### src/rtl/baud_pkg.sv
package baud_pkg;
  localparam int PRE_W = 4;

  typedef enum logic [1:0] {
    MODE_ASYNC      = 2'd0,
    MODE_ASYNC_FAST = 2'd1,
    MODE_SYNC       = 2'd2
  } rate_mode_e;

  // Strobes from control to datapath
  typedef struct packed {
    logic             load;
    logic             syncOn;
    logic [PRE_W-1:0] divLast;
  } ctrl_strobe_t;
endpackage

### src/rtl/baud_ctrl.sv
module baud_ctrl
  import baud_pkg::*;
#(
  parameter int RELOAD_W = 12,
  parameter int LOW_W    = 8
) (
  input  logic                clk,
  input  logic                rstN,
  input  logic                lowWr,
  input  logic                highWr,
  input  logic [LOW_W-1:0]    wrData,
  input  logic                syncMode,
  input  logic                dblSpeed,
  output ctrl_strobe_t        strb,
  output logic [RELOAD_W-1:0] reloadVal
);
  localparam int HIGH_W = RELOAD_W - LOW_W;

  logic [LOW_W-1:0]  loReg;
  logic [HIGH_W-1:0] hiReg;
  logic [HIGH_W-1:0] hiNext;
  rate_mode_e        rateMode;

  always_ff @(posedge clk) begin
    if (!rstN) begin
      loReg <= '0;
      hiReg <= '0;
    end else begin
      if (lowWr)  loReg <= wrData;
      if (highWr) hiReg <= wrData[HIGH_W-1:0];
    end
  end

  assign hiNext    = highWr ? wrData[HIGH_W-1:0] : hiReg;
  assign reloadVal = lowWr ? {hiNext, wrData} : {hiReg, loReg};

  always_comb begin
    if (syncMode)      rateMode = MODE_SYNC;
    else if (dblSpeed) rateMode = MODE_ASYNC_FAST;
    else               rateMode = MODE_ASYNC;
  end

  always_comb begin
    strb.load   = lowWr;
    strb.syncOn = (rateMode == MODE_SYNC);
    case (rateMode)
      MODE_ASYNC_FAST: strb.divLast = PRE_W'(7);
      MODE_SYNC:       strb.divLast = PRE_W'(1);
      default:         strb.divLast = PRE_W'(15);
    endcase
  end
endmodule

### src/rtl/baud_dp.sv
module baud_dp
  import baud_pkg::*;
#(
  parameter int RELOAD_W = 12
) (
  input  logic                clk,
  input  logic                rstN,
  input  ctrl_strobe_t        strb,
  input  logic [RELOAD_W-1:0] reloadVal,
  output logic                tick,
  output logic                bitEn,
  output logic                xck
);
  logic [RELOAD_W-1:0] cnt;
  logic [PRE_W-1:0]    preCnt;
  logic                tickQ;
  logic                xckQ;
  logic                atZero;

  assign atZero = (cnt == '0);

  always_ff @(posedge clk) begin
    if (!rstN) begin
      cnt    <= '0;
      tickQ  <= 1'b0;
      preCnt <= '0;
    end else if (strb.load) begin
      cnt    <= reloadVal;
      tickQ  <= 1'b0;
      preCnt <= '0;
    end else begin
      tickQ <= atZero;
      cnt   <= atZero ? reloadVal : cnt - RELOAD_W'(1);
      if (tickQ)
        preCnt <= (preCnt >= strb.divLast) ? '0 : preCnt + PRE_W'(1);
    end
  end

  always_ff @(posedge clk) begin
    if (!rstN || !strb.syncOn || strb.load) xckQ <= 1'b0;
    else if (tickQ)                          xckQ <= ~xckQ;
  end

  assign tick  = tickQ;
  assign bitEn = tickQ && (preCnt >= strb.divLast);
  assign xck   = xckQ;
endmodule

### src/rtl/baud_gen.sv
module baud_gen
  import baud_pkg::*;
#(
  parameter int RELOAD_W = 12,
  parameter int LOW_W    = 8
) (
  input  logic             clk,
  input  logic             rstN,
  input  logic             lowWr,
  input  logic             highWr,
  input  logic [LOW_W-1:0] wrData,
  input  logic             syncMode,
  input  logic             dblSpeed,
  output logic             rxSampleEn,
  output logic             txBitEn,
  output logic             xckOut
);
  ctrl_strobe_t        strb;
  logic [RELOAD_W-1:0] reloadVal;

  baud_ctrl #(.RELOAD_W(RELOAD_W), .LOW_W(LOW_W)) i_ctrl (
    .clk(clk), .rstN(rstN), .lowWr(lowWr), .highWr(highWr), .wrData(wrData),
    .syncMode(syncMode), .dblSpeed(dblSpeed), .strb(strb), .reloadVal(reloadVal)
  );

  baud_dp #(.RELOAD_W(RELOAD_W)) i_dp (
    .clk(clk), .rstN(rstN), .strb(strb), .reloadVal(reloadVal),
    .tick(rxSampleEn), .bitEn(txBitEn), .xck(xckOut)
  );
endmodule

### config.mk
export PLATFORM = sky130hd
export DESIGN_NAME = baud_gen
export DESIGN_NICKNAME = d
export VERILOG_FILES = /design/src/rtl/baud_pkg.sv /design/src/rtl/baud_ctrl.sv /design/src/rtl/baud_dp.sv /design/src/rtl/baud_gen.sv
export SDC_FILE = /design/constraint.sdc
export NUM_CORES = 1
export LEC_CHECK = 0
export CORE_ASPECT_RATIO = 1.2
export CORE_MARGIN = 2
export CORE_UTILIZATION = 58
export DETAILED_ROUTE_END_ITERATION = 10
export MAX_ROUTING_LAYER = met4
export PLACE_DENSITY = 0.93
export SLEW_MARGIN = 5
export SYNTH_ARGS = -nofsm -noshare
export SYNTH_HDL_FRONTEND = slang
export SYNTH_SLANG_ARGS = --single-unit
### constraint.sdc
create_clock -name clk -period 2.65 [get_ports clk]
set_input_delay 0.795 -clock clk [delete_from_list [all_inputs] [get_ports clk]]
set_output_delay 0.795 -clock clk [all_outputs]
set_load 0.005 [all_outputs]
==> impl_metrics.yaml, run 1 <==
status:
  status: "finished with violations"
  failed_checks: "setup timing"
worst_setup_path:
  max_stage_delay_ns: 0.29
  crit_path_top_delay_cell: "ha_1"
  cp_cell_sequence: "clkdlybuf4s15_2 > ha_1 > a21o_1 > a21oi_2 > o21ai_2 > buf_2"
  start_kind: "input pin"
  path_max_fanout: 3
  cp-end-kind: "output pin"
  worstSetupPathType: "input pin to output pin"
  required_ns: 1.86
  path_buf_inv: 2
  crit_family: "compound AO/OA/AOI/OAI gates"
  crit_arrival_ns: 1.87
layout:
  multi_input_area_um2: 853
  fin_nets: 195
  register_area_um2: 601
  drive_gt1_share_pct: 14.3
  instances_no_fill: 206
  most-common-layout-cells: "30 x dfxtp_1, 14 x mux2i_1, 13 x nor2b_1, 13 x clkdlybuf4s50_1, 12 x nor2_1"
  mostFrequentLayoutCell: "dfxtp_1"
  antenna_cells: 0
  post-route-util_pct: 75.2
  fill_cells: 164
  areaGrowthSynthToFinish_pct: 20.9
timing:
  report.final.hold_viol_count: 0
  fin_ws_ns: -0.0149
  worstMarginPinSlew_ns: 0.714
  fin_skew_ns: 0.00343
  max_slew_margin_pct: 52.3
  whs_ns: 0.542
  fmax_mhz: 375
  final-max-slew-violation-count: 0
  fin_crit_sh_pct: 101
  min_period_ns: 2.66
  setup_viol: 1
floorplan:
  start_util_pct: 62.2
  die_area_um2: 2940
  ios: 17
  rows: 19
  fp.dieW_um: 49.9
  core_um2: 2350
  die_h_um: 59.0
place:
  dp_cells: 198
  io_buffers: 16
  hpwl_um: 2370
  gp_congestion: 0.794
synth:
  ys.flop_type: "dfxtp_1"
  syn_inst: 149
  async_flop_share_pct: 0
  syn_avg_cell_area_um2: 9.82
  synth_edf_count: 0
  synth.distinct_cells: 40
  synth_area_um2: 1460
  seq_area_frac_synth_pct: 41.0
  ys_ff_latch: 30
  ys_warn_count: 0
  synthesis.nets: 169
grt:
  grt_pass1_wl_um: 5160
  grt_usage_pct: 24.7
  overflow: 0
  grt_pass1_vias: 1171
  grt_max_degree: 21
  antenna_found_initial: 0
routing:
  firstDrtPassIters: 4
  vias: 1172
  wl_per_cell_um: 15.5
  drc: 0
  wirelength_um: 3190
  dr.first_iter.drc_count: 21
  ant_nets: 0
  viasPerCell: 5.69
cts:
  cts.clk_slew.worst_paths_ns: 0.09
  clock_path_buffers: 2
  clock_latency_ns: 0.33
  h-tree-depth: 2
  tritoncts: "done"
  cts_buffers: 5
  clock_sinks: 30
  root_buffer: "clkbuf_4"
pwr:
  ir_drop_uv: 562
  pwr_density_cell_nw_per_um2: 565
  power.leakage_uw: 0.000711
min_path:
  hold_class: "flop to flop"
job:
  drv_cap: 0
-- layout make-up --
| class | instances | share of cell area (%) |
|---|---|---|
| Tap cell | 31 | 2.19 |
| Multi-Input combinational cell | 110 | 48.2 |
| Inverter | 4 | 0.849 |
| Clock buffer | 7 | 2.55 |
| Sequential cell | 30 | 33.9 |
| Timing Repair Buffer | 24 | 12.2 |
-- final timing paths --
path / startpoint / endpoint / slack, ns / depth (start not counted)
max: syncMode / txBitEn / -0.01 / 6
min: i_ctrl.loReg[7] / i_ctrl.loReg[7] / 0.54 / 2
max reg2reg: i_dp.cnt[0] / i_dp.cnt[10] / 0.76 / 5
min reg2reg: i_ctrl.loReg[7] / i_ctrl.loReg[7] / 0.54 / 2
-- report_power, final --
group | internal (uW) | switching [uW] | leakage (uW)
Combinational | 115 | 111 | 0.000438
Sequential | 486 | 41.8 | 0.000247
Clock | 99.8 | 146 | 0.0000254
-- tightest hold or removal path: stages (launching register included) --
cell     delay, ns
dfxtp_1       0.33
mux2i_1       0.12
nor2b_1       0.05
-- synthesized netlist by cell type, types with 2 or more instances --
cell	n	area [um^2]
a21oi_1	3	15.0
a2bb2oi_1	7	61.3
and3_1	2	12.5
clkbuf_1	4	15.0
dfxtp_1	30	601
ha_1	6	75.1
inv_1	4	15.0
mux2i_1	14	140
nand2_1	11	41.3
nand3_1	3	15.0
nand4b_1	2	17.5
nor2_1	12	45.0
nor2b_1	13	81.3
nor3_1	3	15.0
o211ai_1	3	22.5
xnor2_1	4	35.0
xor2_1	5	43.8
-- registers in the layout (all words and copies together) (netlist names) --
signal        cells
i_ctrl.hiReg      4
i_dp.tick         1
i_ctrl.loReg      8
i_dp.xck          1
i_dp.cnt         12
i_dp.preCnt       4
-- stage by stage --
stage          setup TNS, ns  worst slack [ns]  cell area (um^2)  power (uW)
5_1_grt              -0.0313           -0.0313              1770        1040
3_3_place_gp          -0.643            -0.643              1700         744
3_5_place_dp          -0.734            -0.734              1700         759
2_1_floorplan              0             0.271              1460         690
4_1_cts                    0           0.00686              1760        1000
6_report             -0.0149           -0.0149              1770         999
-- timing repair --
item / 4_1_cts / 5_1_grt
hold buffers: 0 / 0
pin swaps: 3 / 3
hold endpoints to repair: 0 / 0
buffers inserted: 0 / 1
setup endpoints to repair: 1 / 1
gates resized for setup: 14 / 1
-- routing by layer --
layer / vias up / GRT usage, % / part of all wire (%)
met5: - / - / 0
met4: 0 / 13.1 / 2.7
met3: 7 / 6.31 / 2.5
met2: 19 / 45.0 / 54
met1: 556 / 24.0 / 40
li1: 590 / - / -
-- kinds of logic (layout without fill, tap and decap cells) --
logic type	after synthesis	after routing	share of synthesized area, %
XOR/XNOR	9	9	5.38
multiplexers	14	14	9.57
adder cells (fa/ha/maj)	6	6	5.13
flip-flops	30	30	41.0
AND/OR/NAND/NOR	55	55	22.5
buffers and inverters	9	35	2.39
AO/OA/AOI/OAI	26	26	14.0
Power figures use the tool's default switching activity.
==> run 2, diff against run 1 <==
- CTS_CLUSTER_DIAMETER: default -> 200
- CTS_CLUSTER_SIZE: default -> 24
==> results of run 2 <==
Same layout as run 1: the final DEF is identical, and so are final timing and power.
==> run 3, diff against run 2 <==
- GPL_TIMING_DRIVEN: default -> 0
- PLACE_DENSITY: 0.93 -> 0.82
==> run 3 against run 2 <==
  * The run now ends clean
  * Combinational power is essentially flat
  * First-iteration DRC count rose by 71%
  * Count of clock-buffer cells in the layout did not move
  * Routed wire length fell by 2.8%
  * Maximum frequency grew 2.9%
  * Largest power group unchanged
==> impl_metrics.yaml, run 3 (synthesized netlist as in run 1, its figures left out) <==
status:
  status: "finished, final reports clean"
place:
  io_buffers: 14
  place_area_um2: 1640
  dp_cells: 194
  gp_congestion: 0.849
  hpwl_um: 2330
  dp_slack_ns: -0.716
worst_setup_path:
  cp_cell_sequence: "dlygate4sd2_1 > or2_4 > ha_4 > nand2_2 > o21ai_1 > buf_2"
  r2r_end: "i_dp.cnt[10]"
  start_kind: "input pin"
  worst_r2r_path_depth: 6
  cp-end-kind: "output pin"
  reg2reg_from: "i_dp.cnt[0]"
  max_stage_delay_ns: 0.26
  crit_arrival_ns: 1.79
  path_buf_inv: 2
  worstSetupPathType: "input pin to output pin"
  crit_path_top_delay_cell: "ha_4"
  required_ns: 1.86
  path_max_fanout: 2
  r2r_setup_slack_ns: 0.69
  crit_family: "buffers and inverters"
cts:
  cts_buffers: 5
  root_buffer: "clkbuf_4"
  cts.clk_slew.worst_paths_ns: 0.08
  clock_path_buffers: 2
  h-tree-depth: 2
  clock_sinks: 30
  postCtsHoldBufs: 0
  clock_latency_ns: 0.32
  tritoncts: "done"
routing:
  dr.first_iter.drc_count: 36
  viasPerCell: 5.75
  ant_nets: 0
  firstDrtPassIters: 4
  vias: 1162
  wl_per_cell_um: 15.4
  drc: 0
  wirelength_um: 3100
floorplan:
  start_util_pct: 62.2
  ios: 17
  core_um2: 2350
  die_area_um2: 2940
  die_h_um: 59.0
  rows: 19
  fp.dieW_um: 49.9
min_path:
  min_to: "i_ctrl.loReg[4]"
  hp-start: "i_ctrl.loReg[4]"
  hold_class: "flop to flop"
  holdPathStages: 2
layout:
  largest_register_ffs: 12
  fin_nets: 190
  drive_gt1_share_pct: 11.7
  largest-register: "i_dp.cnt"
  post-route-util_pct: 73.3
  most-common-layout-cells: "30 x dfxtp_1, 14 x mux2i_1, 13 x nor2b_1, 12 x nor2_1, 11 x clkdlybuf4s50_1"
  mostFrequentLayoutCell: "dfxtp_1"
  top_regs: "i_dp.cnt x12, i_ctrl.loReg x8"
  final_area_um2: 1730
  areaGrowthSynthToFinish_pct: 17.9
  instances_no_fill: 202
  antenna_cells: 0
timing:
  fin_crit_sh_pct: 97.7
  final-max-slew-violation-count: 0
  fin_ws_ns: 0.0602
  rsz0062_at_grt: "false"
  setup_viol: 0
  worstMarginPinSlew_ns: 0.778
  min_period_ns: 2.59
  fin_skew_ns: 0.00386
  fmax_mhz: 386
  report.final.hold_viol_count: 0
  max_slew_margin_pct: 48.0
job:
  drv_cap: 0
grt:
  grt_usage_pct: 25.8
  grt_pass1_wl_um: 5510
  antenna_found_initial: 0
  grt_max_degree: 11
  grt_pass1_vias: 1205
  overflow: 0
pwr:
  power.leakage_uw: 0.000681
  pwr_density_cell_nw_per_um2: 593
  ir_drop_uv: 533
[run 3: cell types whose count changed in the layout (fill, tap and decap cells not counted), moves of 2 or more]
cell | before | now
clkbuf_1 | 2 | 5
clkdlybuf4s50_1 | 13 | 11
buf_2 | 1 | 3
buf_4 | 8 | 0
[run 3: cell type report]
type / instances / area [um^2]
Buffer: 5 / 20.0
Sequential cell: 30 / 601
Multi-Input combinational cell: 110 / 862
Fill cell: 183 / 628
Clock inverter: 1 / 5.00
Inverter: 4 / 15.0
Clock buffer: 7 / 55.1
Tap cell: 31 / 38.8
Timing Repair Buffer: 14 / 129
[run 3: per-layer routing]
layer | track usage, % | vias up | wire [um]
met4 | 11.9 | 0 | 65
met3 | 5.56 | 9 | 104
met1 | 28.6 | 547 | 1360
met2 | 44.4 | 26 | 1570
li1 | - | 580 | -
met5 | - | - | 0
[run 3: what timing repair did]
item / 4_1_cts / 5_1_grt
hold endpoints to repair: 0 / 0
resized for setup: 12 / 2
setup endpoints to repair: 1 / 1
buffers inserted: 0 / 0
pin swaps: 3 / 2
[run 3: stage by stage]
step	hold WS (ns)	power [uW]	TNS [ns]
final	0.532	1020	0
after detailed placement	0.522	756	-0.716
after global routing	0.557	1080	0
after CTS	0.536	1030	0
after global placement	0.496	741	-0.697
after floorplan	0.473	690	0
[run 3: report_power, final]
group,leakage [uW],total [uW],internal [uW],switching (uW)
Combinational,0.000398,223,108,115
Clock,0.0000353,274,128,146
Sequential,0.000247,526,486,40.0
Total,0.000681,1020,723,301
[run 3: tightest hold or removal path, stage by stage (launching register included)]
cell and delay (ns):
dfxtp_1 0.30, mux2i_1 0.11, nor2b_1 0.07
[run 3: how the worst max path moves through the flow]
stage                  start  endpoint  slack [ns]  depth (start not counted)
global placement    syncMode   txBitEn       -0.70                          6
CTS                 syncMode   txBitEn        0.03                          6
floorplan           dblSpeed   txBitEn        0.27                          4
detailed placement  syncMode   txBitEn       -0.72                          6
finish              dblSpeed   txBitEn        0.06                          6
global route        dblSpeed   txBitEn        0.02                          6
